`src/rtl/iopd_pkg.sv`:
```
package iopd_pkg;

    typedef enum logic [1:0] {
        ST_IDLE  = 2'd0,
        ST_ISSUE = 2'd1,
        ST_WAIT  = 2'd2,
        ST_DONE  = 2'd3
    } xl_state_e;

    localparam logic [1:0] PERM_NONE = 2'b00;
    localparam logic [1:0] PERM_RW   = 2'b11;

endpackage

```
`src/rtl/iopd_window.sv`:
```
// Decides whether a page goes through the directory and forms the entry address.
module iopd_window #(
    parameter int ADDR_W  = 64,
    parameter int PAGE_SH = 12,
    parameter int SLOT_SH = 3
) (
    input  logic [ADDR_W-1:0] page_addr,
    input  logic [ADDR_W-1:0] win_base,
    input  logic [ADDR_W-1:0] win_mask,
    input  logic [ADDR_W-1:0] dir_base,
    output logic              use_dir,
    output logic [ADDR_W-1:0] ent_addr
);
    logic [ADDR_W-1:0] base_cmp;
    logic              range_en;

    always_comb begin
        range_en = win_base[0];
        base_cmp = {win_base[ADDR_W-1:1], 1'b0};
        use_dir  = range_en && ((page_addr & win_mask) == base_cmp);
        ent_addr = dir_base + ((page_addr >> PAGE_SH) << SLOT_SH);
    end
endmodule

```
`src/rtl/iopd_absmap.sv`:
```
// Fixed absolute-to-physical mapping used on the bypass path.
module iopd_absmap #(
    parameter int ADDR_W = 64,
    parameter int PCI_W  = 32,
    parameter int PA_W   = 40
) (
    input  logic [ADDR_W-1:0] addr,
    output logic [ADDR_W-1:0] phys
);
    localparam int FW_LOW = PCI_W - 8;
    localparam logic [ADDR_W-1:0] FW_FILL = {ADDR_W{1'b1}} << (PA_W - 4);

    logic       wide;
    logic [3:0] top_nib;
    logic [3:0] sub_nib;

    always_comb begin
        wide    = |addr[ADDR_W-1:PCI_W];
        top_nib = addr[PCI_W-1 -: 4];
        sub_nib = addr[PCI_W-5 -: 4];
        if (wide) begin
            phys = addr;
        end else if (top_nib != 4'hF) begin
            phys = {{(ADDR_W-PCI_W){1'b0}}, addr[PCI_W-1:0]};
        end else if (sub_nib != 4'h0) begin
            phys = {{(ADDR_W-PCI_W){addr[PCI_W-1]}}, addr[PCI_W-1:0]};
        end else begin
            phys = FW_FILL | {{(ADDR_W-FW_LOW){1'b0}}, addr[FW_LOW-1:0]};
        end
    end
endmodule

```
`src/rtl/iopd_entry_dec.sv`:
```
// Checks the valid bit of a directory entry and extracts the physical page.
module iopd_entry_dec #(
    parameter int ADDR_W  = 64,
    parameter int PAGE_SH = 12
) (
    input  logic [ADDR_W-1:0] entry,
    output logic              ok,
    output logic [ADDR_W-1:0] page
);
    localparam int VALID_BIT = ADDR_W - 1;

    logic [ADDR_W-1:0] cleared;

    always_comb begin
        ok                 = entry[VALID_BIT];
        cleared            = entry;
        cleared[VALID_BIT] = 1'b0;
        page               = cleared & ({ADDR_W{1'b1}} << PAGE_SH);
    end
endmodule

```
`src/rtl/iopd_xlate.sv`:
```
module iopd_xlate
    import iopd_pkg::*;
#(
    parameter int ADDR_W  = 64,
    parameter int PCI_W   = 32,
    parameter int PA_W    = 40,
    parameter int PAGE_SH = 12
) (
    input  logic               clk,
    input  logic               rst_n,
    input  logic [ADDR_W-1:0]  cfg_win_base,
    input  logic [ADDR_W-1:0]  cfg_win_mask,
    input  logic [ADDR_W-1:0]  cfg_dir_base,
    input  logic               req_valid,
    output logic               req_ready,
    input  logic [ADDR_W-1:0]  req_addr,
    output logic               mem_req_valid,
    input  logic               mem_req_ready,
    output logic [ADDR_W-1:0]  mem_req_addr,
    input  logic               mem_rsp_valid,
    input  logic [ADDR_W-1:0]  mem_rsp_data,
    output logic               done,
    output logic               fault,
    output logic [ADDR_W-1:0]  res_iova,
    output logic [ADDR_W-1:0]  res_phys,
    output logic [1:0]         res_perm,
    output logic [PAGE_SH-1:0] res_page_mask
);
    localparam int SLOT_SH = $clog2(ADDR_W / 8);
    localparam logic [ADDR_W-1:0] PAGE_KEEP = {ADDR_W{1'b1}} << PAGE_SH;

    xl_state_e state_q, state_d;

    logic [ADDR_W-1:0] req_page;
    logic              hit_dir;
    logic [ADDR_W-1:0] hit_ent_addr;
    logic [ADDR_W-1:0] bypass_phys;
    logic              ent_ok;
    logic [ADDR_W-1:0] ent_page;

    logic [ADDR_W-1:0] iova_q;
    logic [ADDR_W-1:0] ent_addr_q;
    logic [ADDR_W-1:0] phys_q;
    logic              fault_q;
    logic [1:0]        perm_q;

    logic accept;
    logic rsp_take;

    assign req_page = req_addr & PAGE_KEEP;

    iopd_window #(
        .ADDR_W (ADDR_W),
        .PAGE_SH(PAGE_SH),
        .SLOT_SH(SLOT_SH)
    ) u_window (
        .page_addr(req_page),
        .win_base (cfg_win_base),
        .win_mask (cfg_win_mask),
        .dir_base (cfg_dir_base),
        .use_dir  (hit_dir),
        .ent_addr (hit_ent_addr)
    );

    iopd_absmap #(
        .ADDR_W(ADDR_W),
        .PCI_W (PCI_W),
        .PA_W  (PA_W)
    ) u_absmap (
        .addr(req_page),
        .phys(bypass_phys)
    );

    iopd_entry_dec #(
        .ADDR_W (ADDR_W),
        .PAGE_SH(PAGE_SH)
    ) u_entry (
        .entry(mem_rsp_data),
        .ok   (ent_ok),
        .page (ent_page)
    );

    // State register
    always_ff @(posedge clk) begin
        if (!rst_n) begin
            state_q <= ST_IDLE;
        end else begin
            state_q <= state_d;
        end
    end

    // Next-state logic
    always_comb begin
        state_d = state_q;
        unique case (state_q)
            ST_IDLE:  if (req_valid)     state_d = hit_dir ? ST_ISSUE : ST_DONE;
            ST_ISSUE: if (mem_req_ready) state_d = ST_WAIT;
            ST_WAIT:  if (mem_rsp_valid) state_d = ST_DONE;
            ST_DONE:                     state_d = ST_IDLE;
            default:                     state_d = ST_IDLE;
        endcase
    end

    assign accept   = (state_q == ST_IDLE) && req_valid;
    assign rsp_take = (state_q == ST_WAIT) && mem_rsp_valid;

    // Result and request registers
    always_ff @(posedge clk) begin
        if (!rst_n) begin
            iova_q     <= '0;
            ent_addr_q <= '0;
            phys_q     <= '0;
            fault_q    <= 1'b0;
            perm_q     <= PERM_NONE;
        end else if (accept) begin
            iova_q     <= req_page;
            ent_addr_q <= hit_ent_addr;
            if (!hit_dir) begin
                phys_q  <= bypass_phys;
                fault_q <= 1'b0;
                perm_q  <= PERM_RW;
            end
        end else if (rsp_take) begin
            phys_q  <= ent_ok ? ent_page : '0;
            fault_q <= !ent_ok;
            perm_q  <= ent_ok ? PERM_RW : PERM_NONE;
        end
    end

    // Outputs
    always_comb begin
        req_ready     = (state_q == ST_IDLE);
        mem_req_valid = (state_q == ST_ISSUE);
        done          = (state_q == ST_DONE);
        mem_req_addr  = ent_addr_q;
        fault         = fault_q;
        res_iova      = iova_q;
        res_phys      = phys_q;
        res_perm      = perm_q;
        res_page_mask = {PAGE_SH{1'b1}};
    end
endmodule

```
`config.mk`:
```
export PLATFORM = sky130hd
export DESIGN_NAME = iopd_xlate
export DESIGN_NICKNAME = d
export VERILOG_FILES = /design/src/rtl/iopd_pkg.sv /design/src/rtl/iopd_window.sv /design/src/rtl/iopd_absmap.sv /design/src/rtl/iopd_entry_dec.sv /design/src/rtl/iopd_xlate.sv
export SDC_FILE = /design/constraint.sdc
export NUM_CORES = 1
export LEC_CHECK = 0
export BUFFER_PORTS_ARGS = -buffer_cell sky130_fd_sc_hd__clkbuf_2
export CORE_AREA = 3 3 207 209
export CTS_BUF_LIST = sky130_fd_sc_hd__clkbuf_8
export DETAILED_ROUTE_END_ITERATION = 16
export DIE_AREA = 0 0 210 212
export PLACE_DENSITY = 0.5
export SYNTH_ARGS = -nofsm -noshare
export SYNTH_HDL_FRONTEND = slang
export SYNTH_SLANG_ARGS = --single-unit
```
`constraint.sdc`:
```
create_clock -name clk -period 6.6 [get_ports clk]
set_clock_uncertainty 0.1 [all_clocks]
set_input_delay 0 -clock clk [delete_from_list [all_inputs] [get_ports clk]]
set_output_delay 0 -clock clk [all_outputs]
set_load 0.1 [all_outputs]
```
==> reports/qor.yml, run 1 <==
drive_above_1_share: 0.258
hold_depth: 5
routed-via-count: 12500
clk_pin_slew_ns: 0.11
cts_tree: "done"
placedInstanceArea_um2: 13400
reg2reg_depth: 7
syn_to_final_growth_pct: 44.6
overflow: 0
relSlewSlack: 0.329
cp_num_buf_inv: 4
syn-cell-area_um2: 10800
drc_errors: 0
postLayoutCellArea_um2: 15700
grt_pass1_vias: 12100
ant_nets: 0
yosysSeqAreaShare: 0.318
ys_ff_latch: 172
synth_common_cells: "nand2_1 (309), dfxtp_1 (172), o21ai_0 (102)"
path_max_fanout: 9
synth_edf_count: 0
synth_area_leader_cell: "dfxtp_1"
die_y_um: 212
grt_usage: 0.235
cpMostUsedCell: "dlygate4sd3_1"
crit_arrival_ns: 4.98
wl_met3_mm: 3.60
tightestPinTransition_ns: 0.997
final-setup-viol-count: 0
syn_inst: 1396
grt_start_max_net_pins: 85
clock_path_buffers: 2
crit_path_max_incr_delay_ns: 0.62
multi_input_area_um2: 6860
required_ns: 6.90
critical_path_class: "input pin to flop"
gp_congestion: 0.911
outcome: "finished clean"
total_power_w: 0.00602
htree_num_levels: 4
start_kind: "input pin"
avgSynthCellArea_um2: 7.76
grt_pass1_wl_mm: 77.6
wl_mm: 54.5
path_depth: 14
wl_met1_mm: 22.6
min_period_ns: 4.68
setup_ws_ns: 1.92
fin_crit_sh: 0.709
synth_cell_type_count: 73
final-instance-count-excl-fill: 2533
hp-class: "input pin to flop"
cap_violations: 0
crit_slowest_cell: "nor3_1"
dr.pass1.iters: 5
dr.first_iter.drc_count: 711
hold_viol: 0
die_w_um: 210
power.density_nw_per_um2: 384
synth_top_area_share: 0.318
viasPerCell: 4.92
synthMostInstantiatedCell: "nand2_1"
clk_latency_ns: 0.49
antenna_found_initial: 7
io_pins: 535
fmaxAchievable_ghz: 0.214
cts_root_buf: "clkbuf_8"
top_layer: "met5"
dpl.hpwl_mm: 42.4
synth_ff_type: "dfxtp_1"
rsz0062_at_grt: "no"
postCtsResizedCells: 0
setup_tns_ns: 0
seq_area_um2: 3440
row_count: 74
met2_length_mm: 26.3
start_util: 0.264
numClockSinks: 172
cp_top_family: "buffers and inverters"
wl_per_cell_um: 21.5
coreArea_um2: 41000
pre_cts_ws_ns: 2.82
die_area_um2: 44500
dp.cells: 2312
fillers: 4361
cts_hold_buf: 187
worstPathCellList: "dlygate4sd3_1 > clkbuf_2 > ha_1 > and3_1 > nand2_1 > nor3_1 > o211ai_2 > a2111oi_4 > nor3_2 > o221ai_4 > nand4_1 > dlygate4sd3_1 > a32o_1 > dlygate4sd3_1"
end_kind: "flop"
cts_buffers: 17
ir_drop_mv: 0.243
async_flop_share: 0
synthTopCellsByArea: "dfxtp_1 (32%), nand2_1 (11%), ha_1 (6.5%)"
slew_violations: 0
power.leakage_nw: 7.42
ys_warn_count: 0
fin_nets: 2368
cts_setup_buffers: 0
port_buffers: 462
## area by class of cell
cell class / instances / share of cell area
well taps: 532 / 0.0425
clock buffers: 18 / 0.0158
diodes: 2 / 0.000319
flip-flops and latches: 172 / 0.220
repair buffers: 655 / 0.270
clock inverters: 14 / 0.00926
multi-input cells: 1121 / 0.438
inverters: 19 / 0.00455
## final timing paths
kind / start / to / slack (ns)
worst max register to register: state_q[0]$_SDFFE_PN0P_ / mem_req_addr[63]$_SDFFE_PN0P_ / 2.78
worst min-delay path: cfg_dir_base[42] / mem_req_addr[43]$_SDFFE_PN0P_ / 0.06
worst max-delay path: req_addr[38] / mem_req_addr[63]$_SDFFE_PN0P_ / 1.92
worst min register to register: mem_req_addr[51]$_SDFFE_PN0P_ / mem_req_addr[51]$_SDFFE_PN0P_ / 0.37
## worst register-to-register path: cells and delay by family (launching register included)
| kind | cells | cell delay [ns] |
|---|---|---|
| AND/OR/NAND/NOR | 2 | 1.29 |
| AO/OA/AOI/OAI | 1 | 0.20 |
| flip-flops | 1 | 0.40 |
| adder cells (fa/ha/maj) | 1 | 0.32 |
| buffers and inverters | 3 | 1.48 |
## cells in the final DEF, fill, tap and decap left out, types with 5 or more instances in the layout
master           n
xnor2_1         32
a31oi_1         37
nor2_1          38
o21bai_1         9
a21boi_0        63
dfxtp_1        172
nand4_1         25
o211ai_1         6
clkbuf_2       461
buf_4            7
a211oi_1         5
a21oi_1         76
ha_1            56
and3_1          14
and2_1          38
nor3_1          10
xor2_1          61
mux2i_1          6
a21o_1          28
a22oi_1          5
nand2_1        308
o21ai_0        102
clkbuf_8        18
conb_1          36
nor4_1          17
o211a_1         22
dlygate4sd3_1  187
nand3_1         39
nor2b_1          7
or4_1            5
inv_1           23
## metrics by stage
| step | util | hold WS, ns |
|---|---|---|
| floorplan | - | 0.0449 |
| global placement | 0.327 | 0.138 |
| detailed placement | 0.327 | 0.150 |
| CTS | 0.382 | 0.00110 |
| global route | 0.382 | 0.0546 |
| finish | 0.382 | 0.0648 |
## power by group
group,internal [W],leakage (nW),total [W],switching (W)
combinational,0.000810,5.80,0.00379,0.00298
sequential,0.00129,1.41,0.00142,0.000135
clock,0.000349,0.207,0.000804,0.000456
total,0.00245,7.42,0.00602,0.00357
## cells by family after synthesis
family,count (synthesis),synth area share
flops,172,0.318
xor+xnor,93,0.0752
fa+ha+maj,57,0.0665
mux,7,0.00658
buf+inv,137,0.0626
simple gates,527,0.223
compound gates,401,0.247
other cells,2,0.000693
## per-layer routing
metal,track usage,up-vias
li1,-,6046
met5,0,-
met1,0.288,5822
met3,0.0506,78
met4,0.0904,10
met2,0.407,500
## sequential cells by signal (all words and copies together) (netlist names)
| signal | count |
|---|---|
| state_q | 2 |
| res_phys | 52 |
| res_iova | 52 |
| mem_req_addr | 64 |
| res_perm | 1 |
| fault | 1 |
(Power assumes the default switching activity.)
==> run 2, diff against run 1 <==
CORE_AREA = 3 3 206 208   (was 3 3 207 209)
DIE_AREA = 0 0 209 211   (was 0 0 210 212)
PLACE_DENSITY = 0.52   (was 0.5)
clock period = 3.9 ns   (was 6.6 ns; I/O delays follow)
==> run 2 against run 1 <==
  * Critical path depth is 1 higher
  * Die area shrank 0.95%
  * Final cell count increased by 1.5%
  * Wire length increased by 1.8%
  * Highest routed layer unchanged
  * Critical endpoint is now res_phys[32]$_SDFFE_PN0P_
==> reports/qor.yml, run 2 (synthesis results as in run 1) <==
outcome: "finished clean"
min_period_ns: 3.82
cts_buffers: 17
tightestPinTransition_ns: 1.05
cap_violations: 0
critical_path_class: "input pin to flop"
die_area_um2: 44100
clk_latency_ns: 0.51
reg2reg_depth: 11
final_cell_mix: "clkbuf_2 (461), nand2_1 (308), dlygate4sd3_1 (203), dfxtp_1 (172), o21ai_0 (101)"
path_max_fanout: 48
crit_slowest_cell: "nor4_2"
htree_num_levels: 4
cts_root_buf: "clkbuf_8"
fin_crit_sh: 0.980
combinationalPowerShare: 0.635
internal_power_w: 0.00415
fin_nets: 2403
overflow: 0
fmaxAchievable_ghz: 0.262
slew_violations: 0
die_w_um: 209
viasPerCell: 4.96
start_kind: "input pin"
pre_cts_ws_ns: 0.372
required_ns: 4.21
cts_tree: "done"
die_y_um: 211
relSlewSlack: 0.297
numClockSinks: 172
grt_start_max_net_pins: 61
clock_path_buffers: 2
dpl.hpwl_mm: 43.2
grt_pass1_wl_mm: 78.8
hp-class: "input pin to flop"
switching_share: 0.593
power.density_nw_per_um2: 637
end_kind: "flop"
io_pins: 535
power.leakage_nw: 7.57
placedInstanceArea_um2: 13500
antenna_found_initial: 11
dr.pass1.iters: 5
port_buffers: 462
postLayoutCellArea_um2: 16000
drc_errors: 0
wl_per_cell_um: 21.6
crit_path_max_incr_delay_ns: 0.57
grt_pass1_vias: 12500
path_depth: 15
power_switching_w: 0.00606
pwr-share-seq: 0.237
wl_mm: 55.5
ant_nets: 0
clk_pin_slew_ns: 0.10
cp_top_family: "simple AND/OR/NAND/NOR gates"
ir_drop_mv: 0.387
cp_num_buf_inv: 5
clock_power_share: 0.129
hold_depth: 8
worstPathCellList: "dlygate4sd3_1 > clkbuf_2 > nand2_1 > xnor2_1 > nor4_1 > nand4_1 > nor4_2 > buf_4 > nand3_1 > and2_1 > nand2b_2 > buf_4 > mux2i_1 > nor2b_1 > dlygate4sd3_1"
gp_congestion: 0.898
final_common_cell: "clkbuf_2"
largest_reg_flops: 64
setup_ws_ns: 0.0773
row_count: 74
final-setup-viol-count: 0
syn_to_final_growth_pct: 48.0
dr.first_iter.drc_count: 860
hold_viol: 0
grt_usage: 0.241
drive_above_1_share: 0.270
crit_arrival_ns: 4.14
holdWs_ns: 0.0669
routed-via-count: 12700
coreArea_um2: 40700
start_util: 0.266
run 2: cell types whose count changed in the layout (fill, tap and decap cells not counted), moves of 2 or more:
cell           change
dlygate4sd3_1     +16
a31oi_1            -2
a31oi_2            +2
inv_6              +2
inv_1              -3
ha_1               -5
buf_4             +18
diode_2            +3
ha_2               +4
run 2: worst min-delay path: stages:
cell and delay (ns):
clkbuf_2 0.09, xor2_1 0.06, nand4_1 0.06, nor4_1 0.05
nand3_1 0.08, mux2_2 0.15, mux2i_1 0.06, nor2b_1 0.10
run 2: layout make-up:
cell class	instances	area, um^2
inverters	19	71.3
multi-input cells	1121	6920
clock inverters	13	130
clock buffers	18	248
flip-flops and latches	172	3440
fillers	4263	24700
repair buffers	690	4540
diodes	5	12.5
well taps	532	666
run 2: power groups by stage:
stage	clock (W)	combinational (W)	sequential, W
2_1_floorplan	0	0.00184	0.00536
3_3_place_gp	0	0.00603	0.00244
3_5_place_dp	0	0.00606	0.00245
4_1_cts	0.00139	0.00647	0.00241
5_1_grt	0.00143	0.00680	0.00247
6_report	0.00131	0.00648	0.00242
run 2: metal layers:
metal,global-route usage,vias to the layer above,share of wire
met1,0.291,5976,0.41
met4,0.0788,14,0.027
met3,0.0610,74,0.073
li1,-,6115,-
met2,0.419,556,0.49
met5,0,-,0.0020
run 2: worst paths after layout:
kind	startpoint	end	slack, ns
worst min register to register	mem_req_addr[34]$_SDFFE_PN0P_	mem_req_addr[34]$_SDFFE_PN0P_	0.36
worst min-delay path	cfg_win_base[36]	state_q[1]$_SDFFE_PN0P_	0.07
worst max register to register	state_q[0]$_SDFFE_PN0P_	res_phys[34]$_SDFFE_PN0P_	0.28
worst max-delay path	req_addr[43]	res_phys[32]$_SDFFE_PN0P_	0.08
run 2: what timing repair did:
action | 4_1_cts | 5_1_grt
gates resized for setup | 0 | 16
setup endpoints to repair | 0 | 50
buffers inserted | 0 | 1
endpoints found under the hold margin | 164 | 0
hold buffers | 203 | 0
run 2: metrics by stage:
stage / setup TNS [ns] / power (W) / std cells / util
final: 0 / 0.0102 / 2570 / 0.393
after global routing: -0.0104 / 0.0107 / 2568 / 0.393
after detailed placement: 0 / 0.00851 / 2330 / 0.332
after CTS: 0 / 0.0103 / 2564 / 0.391
after global placement: 0 / 0.00846 / 2330 / 0.332
after floorplan: 0 / 0.00721 / 1430 / -
